===== config.mk =====
export PLATFORM = sky130hd
export DESIGN_NAME = tier_balance_ctrl
export DESIGN_NICKNAME = d
export VERILOG_FILES = /design/src/rtl/tbc_pkg.sv /design/src/rtl/tbc_counters.sv /design/src/rtl/tbc_ratio_cmp.sv /design/src/rtl/tier_balance_ctrl.sv
export SDC_FILE = /design/constraint.sdc
export NUM_CORES = 1
export LEC_CHECK = 0
export BUFFER_PORTS_ARGS = -buffer_cell sky130_fd_sc_hd__buf_4
export CORE_MARGIN = 10
export CORE_UTILIZATION = 47
export DETAILED_ROUTE_END_ITERATION = 8
export SLEW_MARGIN = 40
export SYNTH_ARGS = -nofsm -noshare
export SYNTH_HDL_FRONTEND = slang
export SYNTH_SLANG_ARGS = --single-unit

===== constraint.sdc =====
create_clock -name clk -period 10.5 [get_ports clk]
set_clock_uncertainty 0.1 [all_clocks]
set_input_delay 0.525 -clock clk [delete_from_list [all_inputs] [get_ports clk]]
set_output_delay 0.525 -clock clk [all_outputs]
set_load 0.005 [all_outputs]

===== src/rtl/tbc_pkg.sv =====
package tbc_pkg;
  typedef enum logic [1:0] {
    MIG_HOLD    = 2'd0,
    MIG_PROMOTE = 2'd1,
    MIG_DEMOTE  = 2'd2
  } mig_cmd_e;
endpackage


===== src/rtl/tbc_counters.sv =====
module tbc_counters #(
  parameter int CNT_W = 16
) (
  input  logic             clk,
  input  logic             rst_n,
  input  logic             acc_valid,
  input  logic             acc_fast_hit,
  output logic [CNT_W-1:0] fast_cnt,
  output logic [CNT_W-1:0] total_cnt
);
  localparam logic [CNT_W-1:0] CNT_MAX  = {CNT_W{1'b1}};
  localparam logic [CNT_W-1:0] CNT_HALF = {1'b1, {(CNT_W-1){1'b0}}};

  logic [CNT_W:0] fast_sum;
  logic           at_max;

  assign fast_sum = {1'b0, fast_cnt} + {{CNT_W{1'b0}}, acc_fast_hit};
  assign at_max   = (total_cnt == CNT_MAX);

  always_ff @(posedge clk) begin
    if (!rst_n) begin
      fast_cnt  <= '0;
      total_cnt <= '0;
    end else if (acc_valid) begin
      if (at_max) begin
        total_cnt <= CNT_HALF;
        fast_cnt  <= fast_sum[CNT_W:1];
      end else begin
        total_cnt <= total_cnt + 1'b1;
        fast_cnt  <= fast_sum[CNT_W-1:0];
      end
    end
  end

  AST_FAST_LE_TOTAL: assert property (@(posedge clk) disable iff (!rst_n)
    fast_cnt <= total_cnt);
  AST_TOTAL_STEP: assert property (@(posedge clk) disable iff (!rst_n)
    (acc_valid && !at_max) |=> (total_cnt == $past(total_cnt) + 1'b1));
  AST_TOTAL_HOLD: assert property (@(posedge clk) disable iff (!rst_n)
    !acc_valid |=> $stable(total_cnt));
  AST_HALVE_ON_WRAP: assert property (@(posedge clk) disable iff (!rst_n)
    (acc_valid && at_max) |=> (total_cnt == CNT_HALF));
endmodule


===== src/rtl/tbc_ratio_cmp.sv =====
module tbc_ratio_cmp #(
  parameter int CNT_W     = 16,
  parameter int PCT_W     = 7,
  parameter int GUARD_PCT = 2
) (
  input  logic [CNT_W-1:0] fast_cnt,
  input  logic [CNT_W-1:0] total_cnt,
  input  logic [PCT_W-1:0] target_pct,
  output logic             below_band,
  output logic             above_band,
  output logic             no_history
);
  localparam int PROD_W = CNT_W + PCT_W + 2;
  localparam logic [PCT_W:0] GUARD = (PCT_W+1)'(GUARD_PCT);

  logic [PCT_W:0]  tgt_ext;
  logic [PCT_W:0]  lo_pct;
  logic [PCT_W:0]  hi_pct;
  logic [PROD_W-1:0] fast_scaled;
  logic [PROD_W-1:0] lo_scaled;
  logic [PROD_W-1:0] hi_scaled;

  always_comb begin
    tgt_ext = {1'b0, target_pct};
    lo_pct  = (tgt_ext > GUARD) ? (tgt_ext - GUARD) : '0;
    hi_pct  = tgt_ext + GUARD;
    fast_scaled = PROD_W'(fast_cnt) * PROD_W'(100);
    lo_scaled   = PROD_W'(lo_pct) * PROD_W'(total_cnt);
    hi_scaled   = PROD_W'(hi_pct) * PROD_W'(total_cnt);
    below_band  = fast_scaled < lo_scaled;
    above_band  = fast_scaled > hi_scaled;
    no_history  = (total_cnt == '0);
  end
endmodule


===== src/rtl/tier_balance_ctrl.sv =====
module tier_balance_ctrl #(
  parameter int CNT_W     = 16,
  parameter int PCT_W     = 7,
  parameter int GUARD_PCT = 2
) (
  input  logic             clk,
  input  logic             rst_n,
  input  logic             acc_valid,
  input  logic             acc_fast_hit,
  input  logic [PCT_W-1:0] target_pct,
  output logic             promote_o,
  output logic             demote_o
);
  import tbc_pkg::*;

  logic [CNT_W-1:0] fast_cnt;
  logic [CNT_W-1:0] total_cnt;
  logic             below_band;
  logic             above_band;
  logic             no_history;
  mig_cmd_e         cmd;

  tbc_counters #(.CNT_W(CNT_W)) cnt_i (
    .clk          (clk),
    .rst_n        (rst_n),
    .acc_valid    (acc_valid),
    .acc_fast_hit (acc_fast_hit),
    .fast_cnt     (fast_cnt),
    .total_cnt    (total_cnt)
  );

  tbc_ratio_cmp #(.CNT_W(CNT_W), .PCT_W(PCT_W), .GUARD_PCT(GUARD_PCT)) cmp_i (
    .fast_cnt   (fast_cnt),
    .total_cnt  (total_cnt),
    .target_pct (target_pct),
    .below_band (below_band),
    .above_band (above_band),
    .no_history (no_history)
  );

  always_comb begin
    cmd = MIG_HOLD;
    if (acc_valid && !no_history) begin
      if (!acc_fast_hit && below_band)     cmd = MIG_PROMOTE;
      else if (acc_fast_hit && above_band) cmd = MIG_DEMOTE;
    end
  end

  assign promote_o = (cmd == MIG_PROMOTE);
  assign demote_o  = (cmd == MIG_DEMOTE);

  AST_NEVER_BOTH: assert property (@(posedge clk) disable iff (!rst_n)
    !(promote_o && demote_o));
  AST_IDLE_QUIET: assert property (@(posedge clk) disable iff (!rst_n)
    !acc_valid |-> (!promote_o && !demote_o));
  AST_EMPTY_QUIET: assert property (@(posedge clk) disable iff (!rst_n)
    (total_cnt == '0) |-> (!promote_o && !demote_o));
  AST_PROMOTE_SLOW_ONLY: assert property (@(posedge clk) disable iff (!rst_n)
    promote_o |-> !acc_fast_hit);
  AST_DEMOTE_FAST_ONLY: assert property (@(posedge clk) disable iff (!rst_n)
    demote_o |-> acc_fast_hit);
  AST_BAND_QUIET: assert property (@(posedge clk) disable iff (!rst_n)
    (!below_band && !above_band) |-> (!promote_o && !demote_o));
endmodule


Word level (Yosys, flattened, before mapping)

Cells that the tools add are included.
W data, S select, Z words.

Bitwise logic cells: 0
Add/sub/neg operators: 4
Shift operators: 0
Divide/modulo/power cells: 0
Magnitude comparators: 3
Reduce and logical (&&, ||, !) cells: 6
Multiplexer cells: 6
Equality and inequality tests: 3
Multiply operators: 3

Operators with widths:

| cell                    | number |
|---|---|
| $mul A8 B16 Y24         | 2 |
| $mux W16                | 2 |
| $gt A23 B24 Y1          | 1 |
| $lt A23 B24 Y1          | 1 |
| $mul A16 B5 Y21 const B | 1 |
| $add A16 B1 Y17         | 1 |
| $add A16 B1 Y16 const B | 1 |
| $eq A16 B16 Y1 const B  | 1 |
| $logic_not A16 Y1       | 1 |
| $add A7 B2 Y8 const B   | 1 |
| $mux W8                 | 1 |
| $sub A7 B2 Y8 const B   | 1 |
| $gt A7 B2 Y1 const B    | 1 |
| $mux W2                 | 3 |
| $logic_and A1 B1 Y1     | 3 |
| $eq A2 B1 Y1 const B    | 1 |
| $eq A2 B2 Y1 const B    | 1 |
| $logic_not A1 Y1        | 2 |

Logic and storage cells: 27
Output and inout port bits: 2
Bits in latches: 0
Bits in read-only memories: 0
Bits in writable memories: 0
Memories: 0
Input bits: 11
Flip-flop bits (word level): 32

Longest topological paths before layout

Gate-level depths: netlist (run 1).

Depth after elaboration: 8
Gate-level depth with buffers: 32
Gate-level depth less buffers: 29

Modules after synthesis

Synthesis (run 1) repeated with hierarchy kept, for this count alone.

Cells, all modules: 1548
Area total of the unflattened synthesis: 12906.1 um^2

Modules (own cells, without submodules):

| module            | area each (um^2) | cells each | seq. area each (um^2) | instances |
|---|---|---|---|---|
| tbc_ratio_cmp     | 10923.0          | 1312       | 0.0                   | 1 |
| tbc_counters      | 1959.4           | 234        | 640.6                 | 1 |
| tier_balance_ctrl | 23.8             | 2          | 0.0                   | 1 |

Worst setup path after synthesis (run 1)

OpenSTA, ideal clock, no wires.

Path type: input to output
Start point: input target_pct[1]
End point: output promote_o
Path slack: 2753 ps
Stages: 30
Data required time: 9875 ps
Data arrival time: 7122 ps
Path buffers: 3
Cell sequence: buf_1 inv_1 clkbuf_1 ha_1 nand2_1 nor4_1 clkbuf_1 and2_1 fa_1 fa_1 fa_1 inv_1 fa_1 inv_1 ha_1 o21ai_0 a21oi_1 and3_1 a21bo_2 a21oi_1 o21ai_0 xnor2_1 ha_1 nand4_1 or3_1 nor2_1 nand4_1 a211o_1 nand3_1 a211oi_1

Cells in the longest elaborated chain, start to end: 8
Elaborated cells on any way between the ends: 14
Those cells by class: add/sub: 2; mul: 2; order compare: 3; eq/ne: 1; mux: 4; reduce/logical: 2

RTL lines:

| item                                                         | RTL line                                         | text |
|---|---|---|
| from (decl)                                                  | tier_balance_ctrl.sv:10                          | `input logic [PCT_W-1:0] target_pct,` |
| $sub A7 B2 Y8 (tied with other cells)                        | tbc_ratio_cmp.sv:25                              | `lo_pct = (tgt_ext > GUARD) ? (tgt_ext - GUARD) : '0;` |
| $mux W8 / $mul A8 B16 Y24 (equally long branches)            | tbc_ratio_cmp.sv:25, tbc_ratio_cmp.sv:29         |  |
| $mul A8 B16 Y24 / $gt A23 B24 Y1 (equally long branches)     | tbc_ratio_cmp.sv:28, tbc_ratio_cmp.sv:31         |  |
| $lt A23 B24 Y1 / $logic_and A1 B1 Y1 (equally long branches) | tbc_ratio_cmp.sv:30, tier_balance_ctrl.sv:45     |  |
| $logic_and A1 B1 Y1 / $mux W2 (equally long branches)        | tier_balance_ctrl.sv:44, tier_balance_ctrl.sv:45 |  |
| $mux W2 (*)                                                  | tier_balance_ctrl.sv:44                          | `if (!acc_fast_hit && below_band) cmd = MIG_PROMOTE;` |
| $mux W2 (*)                                                  | tier_balance_ctrl.sv:43                          | `if (acc_valid && !no_history) begin` |
| $eq A2 B1 Y1 (*)                                             | tier_balance_ctrl.sv:49                          | `assign promote_o = (cmd == MIG_PROMOTE);` |
| to (decl)                                                    | tier_balance_ctrl.sv:11                          | `output logic promote_o,` |

Every way passes the cells marked *; elsewhere a longest branch is shown, timed or not.

Worst setup path after layout (run 1)

Start point: input target_pct[0]
End point: output promote_o

Same word-level chain as after synthesis.

==> reports/metrics.csv, run 1 <==
metric,value,unit
Synth-to-Final Area Change,4.83,%
Hold WC Path Type,reg -> reg,
per-cell routed wire length,16.4,um
DR DRC count,0,
hold_sp,cnt_i.fast_cnt[15],
vertical die dimension,184,um
cell depth of the worst min-delay path,2,
CTS tree,done,
R2R Path Start,cnt_i.total_cnt[10],
Final Routed Wirelength,30300,um
core utilization of the finished layout,50.3,%
R2R Setup Slk,7580,ps
WS Path Type,in -> out,
portion of the clock cycle consumed by the worst path in the final layout,82.8,%
post-synthesis sequential area ratio,5.09,%
Routability Congestion,0.902,
total core area,26200,um^2
total CTS buffers,5,
final critical delay including setup and external delays,8690,ps
maximum operating frequency,115,MHz
count of buffers inserted at the top-level ports,12,
Via-to-Cell Ratio,5.40,
GRT Residual Overflow,0,
worst voltage drop across the vdd grid,0.0000678,V
number of cells traversed by the worst register-to-register path,7,
final-layout setup total negative slack,0,ps
number of enable-type register cells in the synthesized netlist,0,
number of maximum-capacitance violations,0,
setup repair after global routing missed its margin,false,
synthesized netlist cell count,1542,
die width,184,um
root buf cell,sky130_fd_sc_hd__clkbuf_16,
Worst-Margin Slew,802,ps
DRC marker count from the first detailed-route iteration,470,
CP endpoint kind,primary output,
most frequent cells in the layout,"sky130_fd_sc_hd__inv_1 (279), sky130_fd_sc_hd__ha_1 (189), sky130_fd_sc_hd__fa_1 (179), sky130_fd_sc_hd__and2_1 (150), sky130_fd_sc_hd__nand2_1 (130)",
count of TritonRoute iterations in the first routing pass,5,
antenna diode instance count,0,
worst slew margin relative to its limit,45.1,%
run status,"complete, no violations",
final-report max-slew violation count,0,
startpoint types,input port,
Core Rows,59,
Tot GR Track Use,18.6,%
Syn Nets,1921,
relative contribution of sequential cells to total power,30.4,%
number of unique standard cell types used by synthesis,54,
commonest register cell after synthesis,sky130_fd_sc_hd__dfxtp_1,
first-pass GRT wire length,51600,um
largest net degree at the start of global routing,40,
synthesized area,12600,um^2
combinational group share of total power,30.2,%
number of hold-slack violations in the final timing report,0,
via count of the routed design,10003,
initial core utilization,48.0,%
post-CTS setup repair buffer count,0,
Final Setup Violations,0,
data arrival at the endpoint of the critical path,8070,ps
switching portion of total power,33.4,%
Clk pwr share,39.4,%
"most common cell after layout, fill and taps aside",sky130_fd_sc_hd__inv_1,
number of global-route vias before repair,10076,
fraction of final layout cells with drive strength greater than 1,3.62,%
total power after layout,0.000420,W
Post-Synthesis Mean Instance Area,8.16,um^2
Async SR Flop Fraction,0,%
Clock Pin Slew Worst Setup and Hold Paths,50,ps
area of the die,33700,um^2
number of sinks on the clock net,32,
power per cell area,31.9,nW/um^2
end point of the worst hold path,cnt_i.fast_cnt[15],
number of antenna violations at the first check in global routing,1,
number of fill cells in the layout,2592,
DP Wirelength,24900,um
leak pwr,6.61,nW
PostCTS Resize Cnt,0,
nets@finish,1897,
cts hold-fix bufs,0,
largest driver fanout on the critical path,17,
reported net switching power,0.000140,W
r2r endpoint,cnt_i.fast_cnt[8],
maximum level of the CTS H-tree,2,
Int Pwr,0.000280,W
synthesized flop and latch total,32,
Worst Path Required,9880,ps
I/O pin total,13,
number of routed nets with antenna violations,0,
Yosys warnings,0,
Longest Clk Path Bufs,2,
clk_lat worst skew,280,ps
==> sequential cells by signal, indices dropped and copies added, names as in the netlist <==
name / count
cnt_i.total_cnt: 16
cnt_i.fast_cnt: 16
==> power groups by stage <==
stage | registers [W] | logic, W | clock network, W
floorplan | 0.000127 | 0.0000859 | 0
global placement | 0.000130 | 0.000123 | 0
detailed placement | 0.000130 | 0.000125 | 0
CTS | 0.000128 | 0.000126 | 0.000170
global route | 0.000128 | 0.000142 | 0.000177
finish | 0.000128 | 0.000127 | 0.000166
==> Yosys cell counts, types with 3 or more instances <==
master,count,share of area (%)
sky130_fd_sc_hd__and4_1,4,0.28
sky130_fd_sc_hd__inv_1,279,8.3
sky130_fd_sc_hd__a211oi_1,9,0.54
sky130_fd_sc_hd__and2_1,150,7.5
sky130_fd_sc_hd__a21o_1,30,1.8
sky130_fd_sc_hd__o21bai_1,6,0.36
sky130_fd_sc_hd__nor4b_1,3,0.21
sky130_fd_sc_hd__nor2_1,72,2.1
sky130_fd_sc_hd__buf_2,4,0.16
sky130_fd_sc_hd__a31oi_1,5,0.25
sky130_fd_sc_hd__nor4_1,9,0.45
sky130_fd_sc_hd__nor2b_1,24,1.2
sky130_fd_sc_hd__xnor2_1,51,3.6
sky130_fd_sc_hd__a221oi_1,9,0.63
sky130_fd_sc_hd__nand2b_1,12,0.60
sky130_fd_sc_hd__and3_1,8,0.40
sky130_fd_sc_hd__o211ai_1,4,0.24
sky130_fd_sc_hd__nand3_1,32,1.3
sky130_fd_sc_hd__nor3_1,30,1.2
sky130_fd_sc_hd__buf_1,3,0.090
sky130_fd_sc_hd__mux2i_1,3,0.24
sky130_fd_sc_hd__fa_1,179,28
sky130_fd_sc_hd__xor2_1,36,2.5
sky130_fd_sc_hd__a311oi_1,4,0.28
sky130_fd_sc_hd__ha_1,189,19
sky130_fd_sc_hd__o21a_1,8,0.48
sky130_fd_sc_hd__or3_1,8,0.40
sky130_fd_sc_hd__dfxtp_1,32,5.1
sky130_fd_sc_hd__clkbuf_1,56,1.7
sky130_fd_sc_hd__o21ai_0,47,1.9
sky130_fd_sc_hd__nand2_1,130,3.9
sky130_fd_sc_hd__a21oi_1,64,2.5
sky130_fd_sc_hd__nand4_1,13,0.65
==> how the worst max path moves through the flow <==
stage | start | end | slack (ps) | cells past startpoint
after global placement | target_pct[1] | promote_o | 1870 | 29
after global routing | target_pct[0] | promote_o | 1320 | 28
after floorplan | target_pct[1] | promote_o | 2750 | 30
final | target_pct[0] | promote_o | 1810 | 28
after CTS | target_pct[1] | promote_o | 1850 | 28
after detailed placement | target_pct[1] | promote_o | 1850 | 28
==> worst max-delay path, cell delays in order <==
cell	delay, ps
sky130_fd_sc_hd__buf_4	190
sky130_fd_sc_hd__a211oi_1	540
sky130_fd_sc_hd__and2_1	620
sky130_fd_sc_hd__nor2_2	290
sky130_fd_sc_hd__and2_1	260
sky130_fd_sc_hd__fa_1	550
sky130_fd_sc_hd__fa_1	440
sky130_fd_sc_hd__fa_1	550
sky130_fd_sc_hd__inv_1	60
sky130_fd_sc_hd__fa_1	530
sky130_fd_sc_hd__inv_1	40
sky130_fd_sc_hd__ha_1	330
sky130_fd_sc_hd__o21ai_0	200
sky130_fd_sc_hd__a21oi_1	120
sky130_fd_sc_hd__and3_1	210
sky130_fd_sc_hd__a21bo_2	210
sky130_fd_sc_hd__a21oi_1	380
sky130_fd_sc_hd__o21ai_0	190
sky130_fd_sc_hd__xnor2_1	170
sky130_fd_sc_hd__ha_1	310
sky130_fd_sc_hd__nand4_1	80
sky130_fd_sc_hd__or3_1	350
sky130_fd_sc_hd__nor2_1	190
sky130_fd_sc_hd__nand4_1	110
sky130_fd_sc_hd__a211o_1	240
sky130_fd_sc_hd__nand3_1	80
sky130_fd_sc_hd__a211oi_1	100
sky130_fd_sc_hd__buf_4	160
==> per-stage QoR <==
step | cells | worst slack (ps) | instance area [um^2] | hold slack, ps
6_report | 1854 | 1810 | 13200 | 457
4_1_cts | 1853 | 1850 | 13200 | 462
5_1_grt | 1854 | 1320 | 13200 | 490
3_5_place_dp | 1845 | 1850 | 13000 | 454
2_1_floorplan | 1542 | 2750 | 12600 | 408
3_3_place_gp | 1845 | 1870 | 13000 | 445
==> cells by family after synthesis <==
group                    synth area share (%)
multiplexers                            0.239
AO/OA/AOI/OAI                            10.3
XOR/XNOR                                 6.06
buffers and inverters                    10.5
AND/OR/NAND/NOR                          20.5
adder cells (fa/ha/maj)                  47.3
flip-flops                               5.09
==> area by class of cell <==
type	instances	area, um^2	area share (%)
multi-input cells	1164	10600	80.8
inverters	280	1050	7.97
flip-flops and latches	32	642	4.87
well taps	335	419	3.18
repair buffers	35	263	1.99
clock buffers	6	129	0.977
clock inverters	2	35.0	0.266
==> layer usage <==
layer | GRT usage, % | vias up | share of wire (%)
met2 | 32.0 | 188 | 48
met4 | 3.67 | 0 | 1.6
met1 | 25.0 | 4910 | 47
li1 | - | 4874 | -
met5 | 0 | - | 0
met3 | 1.44 | 31 | 3.3
No activity file was read; power rests on OpenSTA's default activity.
==> run 2: changes to the inputs <==
--- a/config.mk
+++ b/config.mk
@@ -5,6 +5,7 @@
 export SDC_FILE = /design/constraint.sdc
 export NUM_CORES = 1
 export LEC_CHECK = 0
+export ABC_AREA = 1
 export BUFFER_PORTS_ARGS = -buffer_cell sky130_fd_sc_hd__buf_4
 export CORE_MARGIN = 10
 export CORE_UTILIZATION = 47
==> constraint.sdc (replaced) <==
create_clock -name clk -period 8.4 [get_ports clk]
set_clock_uncertainty 0.1 [all_clocks]
set_input_delay 0.42 -clock clk [delete_from_list [all_inputs] [get_ports clk]]
set_output_delay 0.42 -clock clk [all_outputs]
set_load 0.005 [all_outputs]
==> reports/metrics.csv, run 2 <==
metric,value,unit
critical path startpoint,target_pct[1],
slowest library cell on the worst path,sky130_fd_sc_hd__fa_1,
R2R Setup Slk,5910,ps
leak pwr,7.09,nW
die width,184,um
number of cells traversed by the worst register-to-register path,10,
DR DRC count,0,
CP endpoint kind,primary output,
Async SR Flop Fraction,0,%
DRC marker count from the first detailed-route iteration,649,
reported net switching power,0.000190,W
GRT Residual Overflow,0,
CTS tree,done,
Longest Clk Path Bufs,2,
Clk pwr share,37.5,%
via count of the routed design,10806,
synthesized-area fraction occupied by and/or/nand/nor cells,21.4,%
commonest register cell after synthesis,sky130_fd_sc_hd__dfxtp_1,
number of antenna violations at the first check in global routing,0,
library cell occupying the most area in the post-synthesis netlist,sky130_fd_sc_hd__fa_1,
per-cell routed wire length,17.5,um
fraction of the mapped netlist area in adder cells,47.0,%
Post-Synthesis Mean Instance Area,7.31,um^2
largest net degree at the start of global routing,20,
data arrival at the endpoint of the critical path,7280,ps
relative contribution of sequential cells to total power,30.8,%
post-synthesis sequential area ratio,5.06,%
number of routed nets with antenna violations,0,
Clock Pin Slew Worst Setup and Hold Paths,60,ps
cell depth of the worst min-delay path,3,
Worst Path Required,7880,ps
number of enable-type register cells in the synthesized netlist,0,
Int Pwr,0.000323,W
count of TritonRoute iterations in the first routing pass,5,
final-layout setup total negative slack,0,ps
total CTS buffers,5,
Yosys warnings,0,
Core Rows,60,
number of unique standard cell types used by synthesis,48,
final-report max-slew violation count,0,
area of the die,33900,um^2
"most common cell after layout, fill and taps aside",sky130_fd_sc_hd__inv_1,
crit-path max cell delay,580,ps
setup repair after global routing missed its margin,false,
startpoint types,input port,
initial core utilization,47.4,%
Via-to-Cell Ratio,5.25,
top-count cell post-synth,sky130_fd_sc_hd__inv_1,
WS Path Type,in -> out,
largest driver fanout on the critical path,12,
portion of the clock cycle consumed by the worst path in the final layout,92.8,%
Post-Synth XOR/XNOR Area,5.19,%
maximum operating frequency,128,MHz
worst slew margin relative to its limit,49.0,%
post-CTS setup repair buffer count,0,
vertical die dimension,184,um
Synth Area in Compound Gates,7.78,%
largest cells by area after synthesis,"sky130_fd_sc_hd__fa_1 (28%), sky130_fd_sc_hd__ha_1 (19%), sky130_fd_sc_hd__inv_1 (11%), sky130_fd_sc_hd__nand2_1 (8.9%), sky130_fd_sc_hd__nor2_1 (6.9%)",
core utilization of the finished layout,49.2,%
maximum level of the CTS H-tree,2,
combinational group share of total power,31.7,%
antenna diode instance count,0,
R2R Path Start,cnt_i.fast_cnt[0],
share of the synthesized area in the top cell type,28.3,%
Hold WC Path Type,in -> reg,
switching portion of total power,37.0,%
Final Setup Violations,0,
power per cell area,39.0,nW/um^2
clk_lat worst skew,290,ps
largest family of logic cells by synthesized area,adder cells,
nets@finish,2094,
number of sinks on the clock net,32,
synthesized netlist cell count,1734,
Syn Nets,2113,
fraction of final layout cells with drive strength greater than 1,3.90,%
most frequent cells in the layout,"sky130_fd_sc_hd__inv_1 (382), sky130_fd_sc_hd__nand2_1 (301), sky130_fd_sc_hd__nor2_1 (232), sky130_fd_sc_hd__ha_1 (189), sky130_fd_sc_hd__fa_1 (179)",
final critical delay including setup and external delays,7800,ps
DP Wirelength,30500,um
most frequent cells after synthesis,"sky130_fd_sc_hd__inv_1 (382), sky130_fd_sc_hd__nand2_1 (301), sky130_fd_sc_hd__nor2_1 (232)",
synthesized area,12700,um^2
PostCTS Resize Cnt,0,
r2r endpoint,cnt_i.fast_cnt[14],
Worst-Margin Slew,763,ps
Final Routed Wirelength,36100,um
number of global-route vias before repair,11083,
synthesized flop and latch total,32,
I/O pin total,13,
Synth-to-Final Area Change,3.87,%
first-pass GRT wire length,59300,um
run status,"complete, no violations",
CP endpoint,promote_o,
cell repeated most along the worst path,sky130_fd_sc_hd__nand2_1,
root buf cell,sky130_fd_sc_hd__clkbuf_16,
count of buffers inserted at the top-level ports,12,
Tot GR Track Use,22.3,%
worst voltage drop across the vdd grid,0.0000665,V
cts hold-fix bufs,0,
total core area,26700,um^2
number of hold-slack violations in the final timing report,0,
multiplexer area fraction after synthesis,0,%
number of maximum-capacitance violations,0,
registers with the most flip-flops,"cnt_i.fast_cnt x16, cnt_i.total_cnt x16",
Routability Congestion,0.959,
-- run 2: cell count changes after synthesis, sizes merged, moves of 19 or more --
cell    change
a21o       -23
and2      -150
clkbuf     -36
inv       +112
nand2     +179
nand3      +19
nor2      +170
nor2b      -24
nor3       -19
xnor2      -25
-- run 2: per-layer routing --
layer  part of all wire (%)  wire [um]  GRT usage [%]
met1                     44      15800           28.6
met3                    4.8       1730           2.09
met2                     47      16800           37.5
met5                      0          0              0
met4                    4.8       1740           9.47
-- run 2: logic make-up (layout without fill, tap and decap cells) --
logic type	after synthesis	count (layout)
AND/OR/NAND/NOR	648	648
buffers and inverters	443	425
adder cells (fa/ha/maj)	368	368
AO/OA/AOI/OAI	168	168
XOR/XNOR	75	75
flip-flops	32	32
-- run 2: metrics by stage --
step	area (um^2)	hold slack [ps]	total power, W	cells	worst slack (ps)
after floorplan	12700	428	0.000271	1734	1810
after global placement	13000	505	0.000321	2049	714
after detailed placement	13000	501	0.000321	2049	628
after CTS	13200	391	0.000516	2057	579
after global routing	13200	414	0.000544	2057	157
final	13200	394	0.000513	2057	604
-- run 2: worst min-delay path by stage --
stage | end | start
2_1_floorplan | cnt_i.total_cnt[12] | cnt_i.total_cnt[12]
4_1_cts | cnt_i.fast_cnt[4] | rst_n
3_5_place_dp | cnt_i.fast_cnt[15] | cnt_i.fast_cnt[15]
5_1_grt | cnt_i.fast_cnt[5] | rst_n
3_3_place_gp | cnt_i.fast_cnt[15] | cnt_i.fast_cnt[15]
6_report | cnt_i.fast_cnt[4] | rst_n
-- run 2: final cells by class --
| class | instances | area (um^2) |
|---|---|---|
| clock buffer | 8 | 146 |
| multi-input combinational | 1259 | 10300 |
| fill | 2753 | 13600 |
| sequential | 32 | 641 |
| tap | 341 | 427 |
| timing repair buffer | 21 | 158 |
| inverter | 396 | 1490 |
-- run 2: power by group through the flow --
| stage | clock network, W | registers [W] | logic [W] |
|---|---|---|---|
| 2_1_floorplan | 0 | 0.000159 | 0.000112 |
| 3_3_place_gp | 0 | 0.000161 | 0.000160 |
| 3_5_place_dp | 0 | 0.000161 | 0.000160 |
| 4_1_cts | 0.000196 | 0.000158 | 0.000162 |
| 5_1_grt | 0.000203 | 0.000158 | 0.000183 |
| 6_report | 0.000192 | 0.000158 | 0.000163 |
-- run 2: critical path: cells and delay by family --
family | cells | cell delay (ps)
simple gates | 11 | 1620
compound gates | 4 | 750
fa+ha+maj | 7 | 3050
buf+inv | 7 | 1130
xor+xnor | 1 | 280
==> run 3: changes to the inputs <==
--- a/config.mk
+++ b/config.mk
@@ -13,4 +13,5 @@
 export SLEW_MARGIN = 40
 export SYNTH_ARGS = -nofsm -noshare
 export SYNTH_HDL_FRONTEND = slang
+export SYNTH_HIERARCHICAL = 1
 export SYNTH_SLANG_ARGS = --single-unit
==> reports/metrics.csv, run 3 <==
metric,value,unit
run status,"complete, no violations",
area of the die,34300,um^2
Hold WC Path Type,in -> reg,
number of sinks on the clock net,32,
Worst Path Required,7880,ps
power per cell area,36.2,nW/um^2
Async SR Flop Fraction,0,%
crit-path max cell delay,520,ps
maximum operating frequency,131,MHz
final-layout setup total negative slack,0,ps
antenna diode instance count,0,
root buf cell,sky130_fd_sc_hd__clkbuf_16,
I/O pin total,13,
library cell occupying the most area in the post-synthesis netlist,sky130_fd_sc_hd__fa_1,
routed metal-1 wire length,15700,um
DRC marker count from the first detailed-route iteration,651,
most frequent cells in the layout,"sky130_fd_sc_hd__inv_1 (395), sky130_fd_sc_hd__nand2_1 (368), sky130_fd_sc_hd__nor2_1 (237), sky130_fd_sc_hd__ha_1 (188), sky130_fd_sc_hd__fa_1 (179)",
Final Routed Wirelength,35000,um
DR DRC count,0,
count of TritonRoute iterations in the first routing pass,5,
via count of the routed design,11035,
DP Wirelength,29700,um
GRT Residual Overflow,0,
nets@finish,2166,
number of global-route vias before repair,11250,
WS Path Type,in -> out,
Met3 Routed Length,2300,um
R2R Path Start,cnt_i/total_cnt[0],
number of antenna violations at the first check in global routing,0,
maximum level of the CTS H-tree,2,
number of hold-slack violations in the final timing report,0,
vertical die dimension,185,um
first-pass GRT wire length,57400,um
top-count cell post-synth,sky130_fd_sc_hd__inv_1,
synthesized netlist cell count,1793,
Routability Congestion,0.922,
synthesized area,12800,um^2
"most common cell after layout, fill and taps aside",sky130_fd_sc_hd__inv_1,
slowest library cell on the worst path,sky130_fd_sc_hd__fa_1,
die width,185,um
Worst-Margin Slew,760,ps
CTS tree,done,
largest cells by area after synthesis,"sky130_fd_sc_hd__fa_1 (28%), sky130_fd_sc_hd__ha_1 (18%), sky130_fd_sc_hd__inv_1 (12%), sky130_fd_sc_hd__nand2_1 (11%), sky130_fd_sc_hd__nor2_1 (7.0%)",
leak pwr,7.32,nW
post-route non-filler standard cell count,2129,
worst slew margin relative to its limit,49.0,%
post-synthesis sequential area ratio,5.00,%
share of the synthesized area in the top cell type,28.0,%
count of buffers inserted at the top-level ports,12,
worst voltage drop across the vdd grid,0.000111,V
Core Rows,60,
data arrival at the endpoint of the critical path,7110,ps
startpoint types,input port,
most frequent cells after synthesis,"sky130_fd_sc_hd__inv_1 (395), sky130_fd_sc_hd__nand2_1 (368), sky130_fd_sc_hd__nor2_1 (238)",
fraction of final layout cells with drive strength greater than 1,4.92,%
synthesized flop and latch total,32,
cell depth of the worst min-delay path,3,
largest net degree at the start of global routing,24,
number of fill cells in the layout,2760,
Clock Pin Slew Worst Setup and Hold Paths,50,ps
critical path startpoint,target_pct[1],
Final Setup Violations,0,
met2 wire len,16200,um
total CTS buffers,5,
cts hold-fix bufs,0,
core utilization of the finished layout,49.8,%
sum of buffers and inverters on the critical path,6,
registers with the most flip-flops,"cnt_i/fast_cnt x16, cnt_i/total_cnt x16",
initial core utilization,47.7,%
Syn Nets,2171,
largest driver fanout on the critical path,14,
number of cells in the design after placement,2117,
setup repair after global routing missed its margin,false,
CP endpoint kind,primary output,
Via-to-Cell Ratio,5.18,
per-cell routed wire length,16.4,um
Post-Synthesis Mean Instance Area,7.14,um^2
Yosys warnings,6,
Top Metal Used,met4,
clk_lat worst skew,280,ps
number of routed nets with antenna violations,0,
Longest Clk Path Bufs,2,
hold_sp,acc_valid,
number of cells traversed by the worst register-to-register path,10,
commonest register cell after synthesis,sky130_fd_sc_hd__dfxtp_1,
final critical delay including setup and external delays,7630,ps
number of unique standard cell types used by synthesis,47,
number of maximum-capacitance violations,0,
total core area,26900,um^2
number of enable-type register cells in the synthesized netlist,0,
portion of the clock cycle consumed by the worst path in the final layout,90.8,%
logic depth of the worst setup path including buffers,31,
Tot GR Track Use,21.0,%
"CP delay by family, top",adder cells,
Synth-to-Final Area Change,4.46,%
final-report max-slew violation count,0,
## run 3: changes by cell type after synthesis, sizes merged, moves of 6 or more
| cell | delta |
|---|---|
| nand3 | +9 |
| inv | +13 |
| nor2 | +11 |
| o221ai | -7 |
| buf | -13 |
| nand2 | +67 |
| xnor2 | +11 |
| xor2 | -22 |
| nor4 | -6 |
## run 3: worst reg2reg max path: cells and delay by family, from the launching register on
kind          cells  cell delay (ps)
fa+ha+maj         1              270
buf+inv           1               80
flops             1              650
simple gates      8             1080
## run 3: logic make-up (layout without fill, tap and decap cells)
kind of cell | after synthesis | in the layout | share of synthesized area (%)
AO/OA/AOI/OAI | 146 | 146 | 6.61
buffers and inverters | 448 | 442 | 13.5
adder cells (fa/ha/maj) | 367 | 367 | 46.3
XOR/XNOR | 64 | 64 | 4.38
AND/OR/NAND/NOR | 736 | 737 | 24.2
flip-flops | 32 | 32 | 5.00
## run 3: through the flow
| step | total power (W) | hold slack [ps] | area, um^2 | setup slack [ps] |
|---|---|---|---|---|
| 4_1_cts | 0.000487 | 367 | 13300 | 438 |
| 3_3_place_gp | 0.000307 | 533 | 13200 | 515 |
| 3_5_place_dp | 0.000310 | 540 | 13200 | 435 |
| 5_1_grt | 0.000515 | 394 | 13400 | 221 |
| 6_report | 0.000484 | 370 | 13400 | 770 |
| 2_1_floorplan | 0.000262 | 377 | 12800 | 1650 |
## run 3: power breakdown
part	internal [W]	switching, W	leakage [nW]	total [W]
Clock	0.000108	0.0000650	0.0667	0.000173
Sequential	0.000153	0.00000469	0.258	0.000158
Combinational	0.0000477	0.000106	6.99	0.000154
Total	0.000309	0.000176	7.32	0.000484
## run 3: worst paths after layout
path                    endpoint  slack (ps)
min           cnt_i/total_cnt[0]         370
max                    promote_o         770
max reg2reg  cnt_i/total_cnt[14]        6100
min reg2reg   cnt_i/fast_cnt[15]         550
## run 3: layout make-up
| cell class | count | area, um^2 | area share, % |
|---|---|---|---|
| tap | 341 | 427 | 3.19 |
| sequential | 32 | 641 | 4.79 |
| multi-input combinational | 1314 | 10400 | 78.1 |
| inverter | 410 | 1540 | 11.5 |
| clock buffer | 6 | 129 | 0.963 |
| timing repair buffer | 25 | 188 | 1.40 |
| clock inverter | 1 | 5.00 | 0.0374 |
## run 3: timing repair
| item | in CTS | in global routing |
|---|---|---|
| endpoints found under the setup margin | 0 | 1 |
| resized for setup | 0 | 1 |
| buffers inserted | 0 | 4 |
## run 3: per-layer routing
layer  GRT usage [%]  vias up
met1            27.8     5250
met2            34.6      291
li1                -     5441
met4            5.10        0
met5               0        -
met3            3.61       53
